$ cat config.mk
export PLATFORM = sky130hd
export DESIGN_NAME = sdcmd_engine
export DESIGN_NICKNAME = d
export VERILOG_FILES = /design/src/rtl/sdcmd_pkg.sv /design/src/rtl/sdcmd_frame.sv /design/src/rtl/sdcmd_flags.sv /design/src/rtl/sdcmd_engine.sv
export SDC_FILE = /design/constraint.sdc
export NUM_CORES = 1
export LEC_CHECK = 0
export ABC_AREA = 0
export BUFFER_PORTS_ARGS = -buffer_cell sky130_fd_sc_hd__buf_2
export CAP_MARGIN = 0
export CORE_MARGIN = 3
export CORE_UTILIZATION = 50
export CTS_CLUSTER_SIZE = 12
export DETAILED_ROUTE_END_ITERATION = 8
export MAX_ROUTING_LAYER = met4
export PLACE_DENSITY = 0.79
export SYNTH_ARGS = -nofsm -noshare
export SYNTH_HDL_FRONTEND = slang
export SYNTH_SLANG_ARGS = --single-unit
$ cat constraint.sdc
create_clock -name clk -period 6.1 [get_ports clk]
set_clock_uncertainty 0.2 [all_clocks]
set_input_delay 0.61 -clock clk [delete_from_list [all_inputs] [get_ports clk]]
set_output_delay 0.61 -clock clk [all_outputs]
set_load 0.01 [all_outputs]
$ cat src/rtl/sdcmd_pkg.sv
package sdcmd_pkg;

    typedef enum logic [2:0] {
        ST_IDLE,
        ST_TX,
        ST_TURN,
        ST_WAIT,
        ST_RX
    } sdcmd_st_e;

    localparam int FL_SENT = 0;
    localparam int FL_OK   = 1;
    localparam int FL_CRC  = 2;
    localparam int FL_TMO  = 3;
    localparam int FL_N    = 4;

    // one serial step of the x^7 + x^3 + 1 remainder
    function automatic logic [6:0] crc7_step(input logic [6:0] c, input logic b);
        logic fb;
        fb = b ^ c[6];
        return {c[5:0], 1'b0} ^ (fb ? 7'h09 : 7'h00);
    endfunction

endpackage

$ cat src/rtl/sdcmd_frame.sv
module sdcmd_frame
    import sdcmd_pkg::*;
#(
    parameter int IDX_W = 6,
    parameter int ARG_W = 32,
    localparam int HDR_W = 2 + IDX_W + ARG_W,
    localparam int FRM_W = HDR_W + 8
) (
    input  logic [IDX_W-1:0] idx,
    input  logic [ARG_W-1:0] arg,
    output logic [FRM_W-1:0] frame
);

    logic [HDR_W-1:0] hdr;
    logic [6:0]       crc;

    always_comb begin
        hdr = {2'b01, idx, arg};
        crc = 7'h00;
        for (int i = HDR_W - 1; i >= 0; i--) begin
            crc = crc7_step(crc, hdr[i]);
        end
        frame = {hdr, crc, 1'b1};
    end

endmodule

$ cat src/rtl/sdcmd_flags.sv
module sdcmd_flags #(
    parameter int N = 4
) (
    input  logic         clk,
    input  logic         rst_n,
    input  logic [N-1:0] set,
    input  logic [N-1:0] clr,
    output logic [N-1:0] flags
);

    logic [N-1:0] flg_d, flg_q;

    for (genvar k = 0; k < N; k++) begin : g_bit
        always_comb flg_d[k] = set[k] | (flg_q[k] & ~clr[k]);
    end

    always_ff @(posedge clk or negedge rst_n) begin
        if (!rst_n) flg_q <= '0;
        else        flg_q <= flg_d;
    end

    assign flags = flg_q;

endmodule

$ cat src/rtl/sdcmd_engine.sv
module sdcmd_engine
    import sdcmd_pkg::*;
#(
    parameter int TMO_CLKS = 64,
    parameter int TURN_MIN = 2
) (
    input  logic        clk,
    input  logic        rst_n,
    input  logic        card_stb,
    input  logic        start,
    input  logic [5:0]  cmd_index,
    input  logic [31:0] cmd_arg,
    input  logic [1:0]  rsp_kind,
    input  logic        crc_skip,
    input  logic [3:0]  flag_clr,
    input  logic        cmd_i,
    output logic        cmd_o,
    output logic        cmd_oe,
    output logic        busy,
    output logic [3:0]  flags,
    output logic [5:0]  rsp_idx,
    output logic [31:0] rsp_w0,
    output logic [31:0] rsp_w1,
    output logic [31:0] rsp_w2,
    output logic [31:0] rsp_w3
);

    localparam int CMD_LEN  = 48;
    localparam int SRSP_LEN = 48;
    localparam int LRSP_LEN = 136;
    localparam int RSP_W    = 32;
    localparam int RSP_BITS = RSP_W * 4;
    localparam int CNT_MAX  = (TMO_CLKS > LRSP_LEN) ? TMO_CLKS : LRSP_LEN;
    localparam int CNT_W    = $clog2(CNT_MAX + 1);

    typedef struct packed {
        sdcmd_st_e             st;
        logic [CNT_W-1:0]      cnt;
        logic [CMD_LEN-1:0]    tx_sr;
        logic [RSP_BITS-2:0]   rx_sr;
        logic [6:0]            crc;
        logic                  has_rsp;
        logic                  long_rsp;
        logic                  skip;
        logic                  line_o;
        logic                  line_oe;
        logic [RSP_BITS-1:0]   rsp;
        logic [5:0]            ridx;
    } ctl_t;

    localparam ctl_t CTL_RST = '{
        st:       ST_IDLE,
        cnt:      '0,
        tx_sr:    '0,
        rx_sr:    '0,
        crc:      '0,
        has_rsp:  1'b0,
        long_rsp: 1'b0,
        skip:     1'b0,
        line_o:   1'b1,
        line_oe:  1'b0,
        rsp:      '0,
        ridx:     '0
    };

    ctl_t               ctl_d, ctl_q;
    logic [CMD_LEN-1:0] frame;
    logic [FL_N-1:0]    fl_set;
    logic               rx_last;
    logic               rx_in_crc;
    logic               crc_pass;

    sdcmd_frame #(
        .IDX_W (6),
        .ARG_W (32)
    ) u_frame (
        .idx   (cmd_index),
        .arg   (cmd_arg),
        .frame (frame)
    );

    sdcmd_flags #(
        .N (FL_N)
    ) u_flags (
        .clk   (clk),
        .rst_n (rst_n),
        .set   (fl_set),
        .clr   (flag_clr),
        .flags (flags)
    );

    always_comb begin
        ctl_d  = ctl_q;
        fl_set = '0;

        rx_last   = ctl_q.long_rsp ? (ctl_q.cnt == CNT_W'(LRSP_LEN - 1))
                                   : (ctl_q.cnt == CNT_W'(SRSP_LEN - 1));
        rx_in_crc = ctl_q.long_rsp ? ((ctl_q.cnt >= CNT_W'(8)) &&
                                      (ctl_q.cnt <  CNT_W'(LRSP_LEN - 8)))
                                   : (ctl_q.cnt <  CNT_W'(SRSP_LEN - 8));
        crc_pass  = cmd_i && ((ctl_q.crc == ctl_q.rx_sr[6:0]) ||
                              (!ctl_q.long_rsp && ctl_q.skip));

        unique case (ctl_q.st)
            ST_IDLE: begin
                if (start) begin
                    ctl_d.st       = ST_TX;
                    ctl_d.cnt      = '0;
                    ctl_d.tx_sr    = frame;
                    ctl_d.has_rsp  = |rsp_kind;
                    ctl_d.long_rsp = rsp_kind[1];
                    ctl_d.skip     = crc_skip;
                end
            end
            ST_TX: begin
                if (card_stb) begin
                    ctl_d.line_o  = ctl_q.tx_sr[CMD_LEN-1];
                    ctl_d.line_oe = 1'b1;
                    ctl_d.tx_sr   = {ctl_q.tx_sr[CMD_LEN-2:0], 1'b0};
                    ctl_d.cnt     = ctl_q.cnt + CNT_W'(1);
                    if (ctl_q.cnt == CNT_W'(CMD_LEN - 1)) begin
                        ctl_d.st = ST_TURN;
                    end
                end
            end
            ST_TURN: begin
                if (card_stb) begin
                    ctl_d.line_oe = 1'b0;
                    ctl_d.line_o  = 1'b1;
                    ctl_d.cnt     = '0;
                    if (ctl_q.has_rsp) begin
                        ctl_d.st = ST_WAIT;
                    end else begin
                        ctl_d.st        = ST_IDLE;
                        fl_set[FL_SENT] = 1'b1;
                    end
                end
            end
            ST_WAIT: begin
                if (card_stb) begin
                    if ((ctl_q.cnt >= CNT_W'(TURN_MIN)) && !cmd_i) begin
                        ctl_d.st    = ST_RX;
                        ctl_d.cnt   = CNT_W'(1);
                        ctl_d.crc   = '0;
                        ctl_d.rx_sr = '0;
                    end else if (ctl_q.cnt == CNT_W'(TMO_CLKS - 1)) begin
                        ctl_d.st       = ST_IDLE;
                        fl_set[FL_TMO] = 1'b1;
                    end else begin
                        ctl_d.cnt = ctl_q.cnt + CNT_W'(1);
                    end
                end
            end
            ST_RX: begin
                if (card_stb) begin
                    ctl_d.rx_sr = {ctl_q.rx_sr[RSP_BITS-3:0], cmd_i};
                    ctl_d.cnt   = ctl_q.cnt + CNT_W'(1);
                    if (rx_in_crc) begin
                        ctl_d.crc = crc7_step(ctl_q.crc, cmd_i);
                    end
                    if (rx_last) begin
                        ctl_d.st = ST_IDLE;
                        if (ctl_q.long_rsp) begin
                            ctl_d.rsp = {ctl_q.rx_sr, 1'b0};
                        end else begin
                            ctl_d.rsp  = {{(RSP_BITS - RSP_W){1'b0}}, ctl_q.rx_sr[38:7]};
                            ctl_d.ridx = ctl_q.rx_sr[44:39];
                        end
                        fl_set[FL_OK]  = crc_pass;
                        fl_set[FL_CRC] = !crc_pass;
                    end
                end
            end
            default: ctl_d = CTL_RST;
        endcase
    end

    always_ff @(posedge clk or negedge rst_n) begin
        if (!rst_n) ctl_q <= CTL_RST;
        else        ctl_q <= ctl_d;
    end

    assign cmd_o   = ctl_q.line_o;
    assign cmd_oe  = ctl_q.line_oe;
    assign busy    = (ctl_q.st != ST_IDLE);
    assign rsp_idx = ctl_q.ridx;
    assign rsp_w0  = ctl_q.rsp[RSP_W-1:0];
    assign rsp_w1  = ctl_q.rsp[2*RSP_W-1:RSP_W];
    assign rsp_w2  = ctl_q.rsp[3*RSP_W-1:2*RSP_W];
    assign rsp_w3  = ctl_q.rsp[4*RSP_W-1:3*RSP_W];

endmodule

==> summary.txt <==
Outcome
  – Outcome: finished clean

Routing
  – DR WL/cell: roughly 17 um
  – Via count: around 12000
  – Detail Route Antenna Nets: 0
  – Post-Route WL: ~35000 um
  – Router iterations before antenna repair: 5
  – 1st-iter DRT viols: roughly 890
  – Vias per cell: 5.512
  – Drt drc: 0

Floorplan
  – Die Wd: approximately 190 um
  – Core ar.: 31070 sq um
  – Initial Utilization: 51.58%
  – Num ports: 191
  – Die Y: 185.0 um
  – Die Area: between 30000 and 40000 sq um
  – Rows: 64

Place
  – Placed cells: 2025
  – Port buffer count: 190
  – HPWL Detailed: around 22000 um
  – RePlAce Congestion: 0.8881

Critical path
  – CP Max Fanout: roughly 170
  – Reg2reg end: rsp_w2[20]$_DFFE_PN0P_
  – Slowest stage delay, CP: 1.04 ns
  – Worst reg2reg setup slack: around 2.4 ns
  – Reg2reg start: ctl_q[137]$_DFFE_PN0P_
  – Worst EP required: 6.23 ns
  – Bufs and invs on worst path: 1
  – CP max-delay cell: dfrtp_2
  – CP Depth: 5
  – Critical Path Sink Type: flop
  – Crit-path cells: nor3_1 > o2111ai_1 > a21o_4 > buf_12 > o21ai_0
  – Largest delay contributor family on the critical path: compound AO/OA/AOI/OAI gates
  – Worst Path Arrival: 3.81 ns
  – Setup CP Type: reg -> reg
  – R2R depth: 5
  – Crit start category: flop

Pwr
  – VDD IR max: ~0.24 mV
  – Share of total power in combinational logic: 30.9%
  – Switching share of total power: 33.38%
  – Sw Pwr: 2.731 mW
  – Clock share of power: 29.2%
  – Share of power burned in registers: 39.9%
  – PD cells: around 470 nW/um^2
  – P_leak: 8.885 nW
  – Power Internal: 5.450 mW

Global routing
  – Initial antenna violation count: 0
  – Vias in the first global route: 11030
  – First-pass GRT wire length: approximately 58000 um
  – Gr usage total: 21.05%
  – GRT overflow: 0
  – Largest net degree at the start of global routing: 169

Clock network
  – Post-CTS Setup Bufs: 0
  – CTS sink count: ~340
  – CTS tree: done
  – CTS H-Tree Depth: 2
  – Worst skew pair latency: around 0.51 ns
  – Max Root-Sink Buffers: 3
  – CTS Buf Count: 39
  – Root Buffer: clkbuf_16
  – Clock transition at path regs: roughly 0.05 ns

Logic synthesis
  – Synth Area in Compound Gates: a little over a tenth
  – Mapped Area: 16030 sq um
  – Synth top area share: 52.31%
  – Syn. warnings: 0
  – Main flop type after synthesis: dfrtp_1
  – Post-synthesis cell type count: 55
  – Post-synthesis adder-cell area fraction: 0.1562%
  – Synth area leader: dfrtp_1
  – Mean Syn Cell Area: 9.567 sq um
  – Seq/Total Area, Yosys: 52.48%
  – Xor and xnor area share after synthesis: 6.504%
  – Synth Net Count: approximately 1700
  – Largest family of logic cells by synthesized area: simple AND/OR/NAND/NOR gates
  – Asr flop ratio synth: between 90% and 100%
  – Post-synth EDFFs: 0
  – Synth area leaders: dfrtp_1, nand2_1, buf_4
  – Register bit total from synthesis: 336
  – Post-synthesis simple-gate area fraction: 18.89%
  – Syn Inst Count: 1675
  – Mux cell area share after synthesis: 2.007%

STA
  – Worst-Margin Slew: 1.117 ns
  – Final TNS setup: 0 ns
  – Ratio of final minimum period to clock period: 60.35%
  – Max Slew Vio Count: 0
  – Tmin final: ~3.7 ns
  – Max-slew headroom: 25.53%
  – Final Hold Fails: 0
  – Unrepaired setup endpoints after global routing: false
  – Final setup violation count: 0
  – Achievable frequency: 271.6 MHz

Final layout
  – Layout cells sized above 1: 16.71%
  – Commonest cells after routing, fill and taps aside: nand2_1, dfrtp_1, buf_2
  – Antenna cell count: 0
  – Synth-to-Final Area Change: 9.674%
  – Fillers: 2715
  – Fin cells: 2096
  – # nets final: 1723
  – Most common cell after layout, fill and taps aside: nand2_1

Job
  – Number of max-cap violations: 0

Min path
  – Min-Delay Path Depth: 2
  – Hold crit path type: in -> reg
  – Hold Crit Endpoint: u_flags.flags[2]$_DFF_PN0_
  – Hold_sp: flag_clr[2]
## power groups by stage
stage	Sequential (mW)	Clock, mW	Combinational (mW)
3_5_place_dp	3.29	0	2.54
2_1_floorplan	3.09	0	2.36
4_1_cts	3.26	2.44	2.56
6_report	3.26	2.39	2.53
3_3_place_gp	3.29	0	2.47
5_1_grt	3.33	2.54	2.81
## state kept, by name (all words and copies together), names as in the netlist
| register | flops |
|---|---|
| cmd_o | 1 |
| cmd_oe | 1 |
| ctl_q | 196 |
| rsp_idx | 6 |
| rsp_w0 | 32 |
| rsp_w1 | 32 |
| rsp_w2 | 32 |
| rsp_w3 | 32 |
| u_flags.flags | 4 |
## layer usage
layer | wire length [um] | track usage [%] | vias to the layer above
met5 | 0 | - | -
met4 | 966 | 6.242 | 0
met3 | 1986 | 3.672 | 65
met2 | 15930 | 31.61 | 372
met1 | 16050 | 29.62 | 5595
li1 | - | - | 5521
## logic make-up (layout without fill, tap and decap cells)
group           Yosys count  after routing
simple gates            715            715
flops                   336            336
compound gates          259            259
buf+inv                 259            284
xor+xnor                 72             72
mux                      32             32
fa+ha+maj                 2              2
## how the worst max path moves through the flow
| stage | endpoint | slack (ns) | from |
|---|---|---|---|
| final | rsp_w2[20]$_DFFE_PN0P_ | 2.42 | ctl_q[137]$_DFFE_PN0P_ |
| after global routing | rsp_w2[20]$_DFFE_PN0P_ | 2.16 | ctl_q[137]$_DFFE_PN0P_ |
| after CTS | rsp_w2[20]$_DFFE_PN0P_ | 2.47 | ctl_q[137]$_DFFE_PN0P_ |
| after detailed placement | rsp_w1[22]$_DFFE_PN0P_ | 2.50 | ctl_q[137]$_DFFE_PN0P_ |
| after global placement | rsp_w1[11]$_DFFE_PN0P_ | 2.63 | ctl_q[137]$_DFFE_PN0P_ |
| after floorplan | ctl_q[280]$_DFFE_PN0P_ | 3.10 | cmd_index[1] |
## Yosys cell counts, drive strengths merged (12+ instances only)
| cell type | count |
|---|---|
| nand2 | 504 |
| dfrtp | 335 |
| buf | 148 |
| nand3 | 128 |
| o21ai | 124 |
| clkbuf | 101 |
| and3 | 40 |
| a221o | 38 |
| o31ai | 35 |
| xnor2 | 33 |
| mux2i | 31 |
| xnor3 | 22 |
| a22o | 16 |
| a21oi | 14 |
| nor2 | 14 |
| xor2 | 12 |
## through the flow
step | instance area [sq um] | setup slack [ns] | power, mW | hold WS [ns] | util [%]
6_report | 17580 | 2.419 | 8.180 | 0.08096 | 56.57
3_5_place_dp | 16230 | 2.497 | 5.831 | 0.2605 | 52.23
5_1_grt | 17580 | 2.160 | 8.688 | 0.08829 | 56.57
4_1_cts | 17580 | 2.466 | 8.263 | 0.06923 | 56.57
2_1_floorplan | 16030 | 3.095 | 5.449 | 0.1144 | -
3_3_place_gp | 16230 | 2.630 | 5.752 | 0.2541 | 52.23
## worst register-to-register path, cell delays in order (launching register included)
cell and delay (ns):
dfrtp_2 1.04, nor3_1 0.15, o2111ai_1 0.46, a21o_4 0.73, buf_12 0.56, o21ai_0 0.36
## final cells by class
type                            count  area, sq um  area share, %
Tap cell                          396        495.5          2.819
Multi-Input combinational cell   1080         6200          35.27
Timing Repair Buffer              204         1094          6.222
Sequential cell                   336         8411          47.85
Clock inverter                     11        165.2         0.9397
Inverter                           10        37.54         0.2136
Clock buffer                       59         1174          6.678
## what timing repair did
action | CTS | global route
resized for setup | 0 | 0
endpoints found under the hold margin | 90 | 0
hold buffers | 1 | 0
Power figures use the tool's default switching activity.
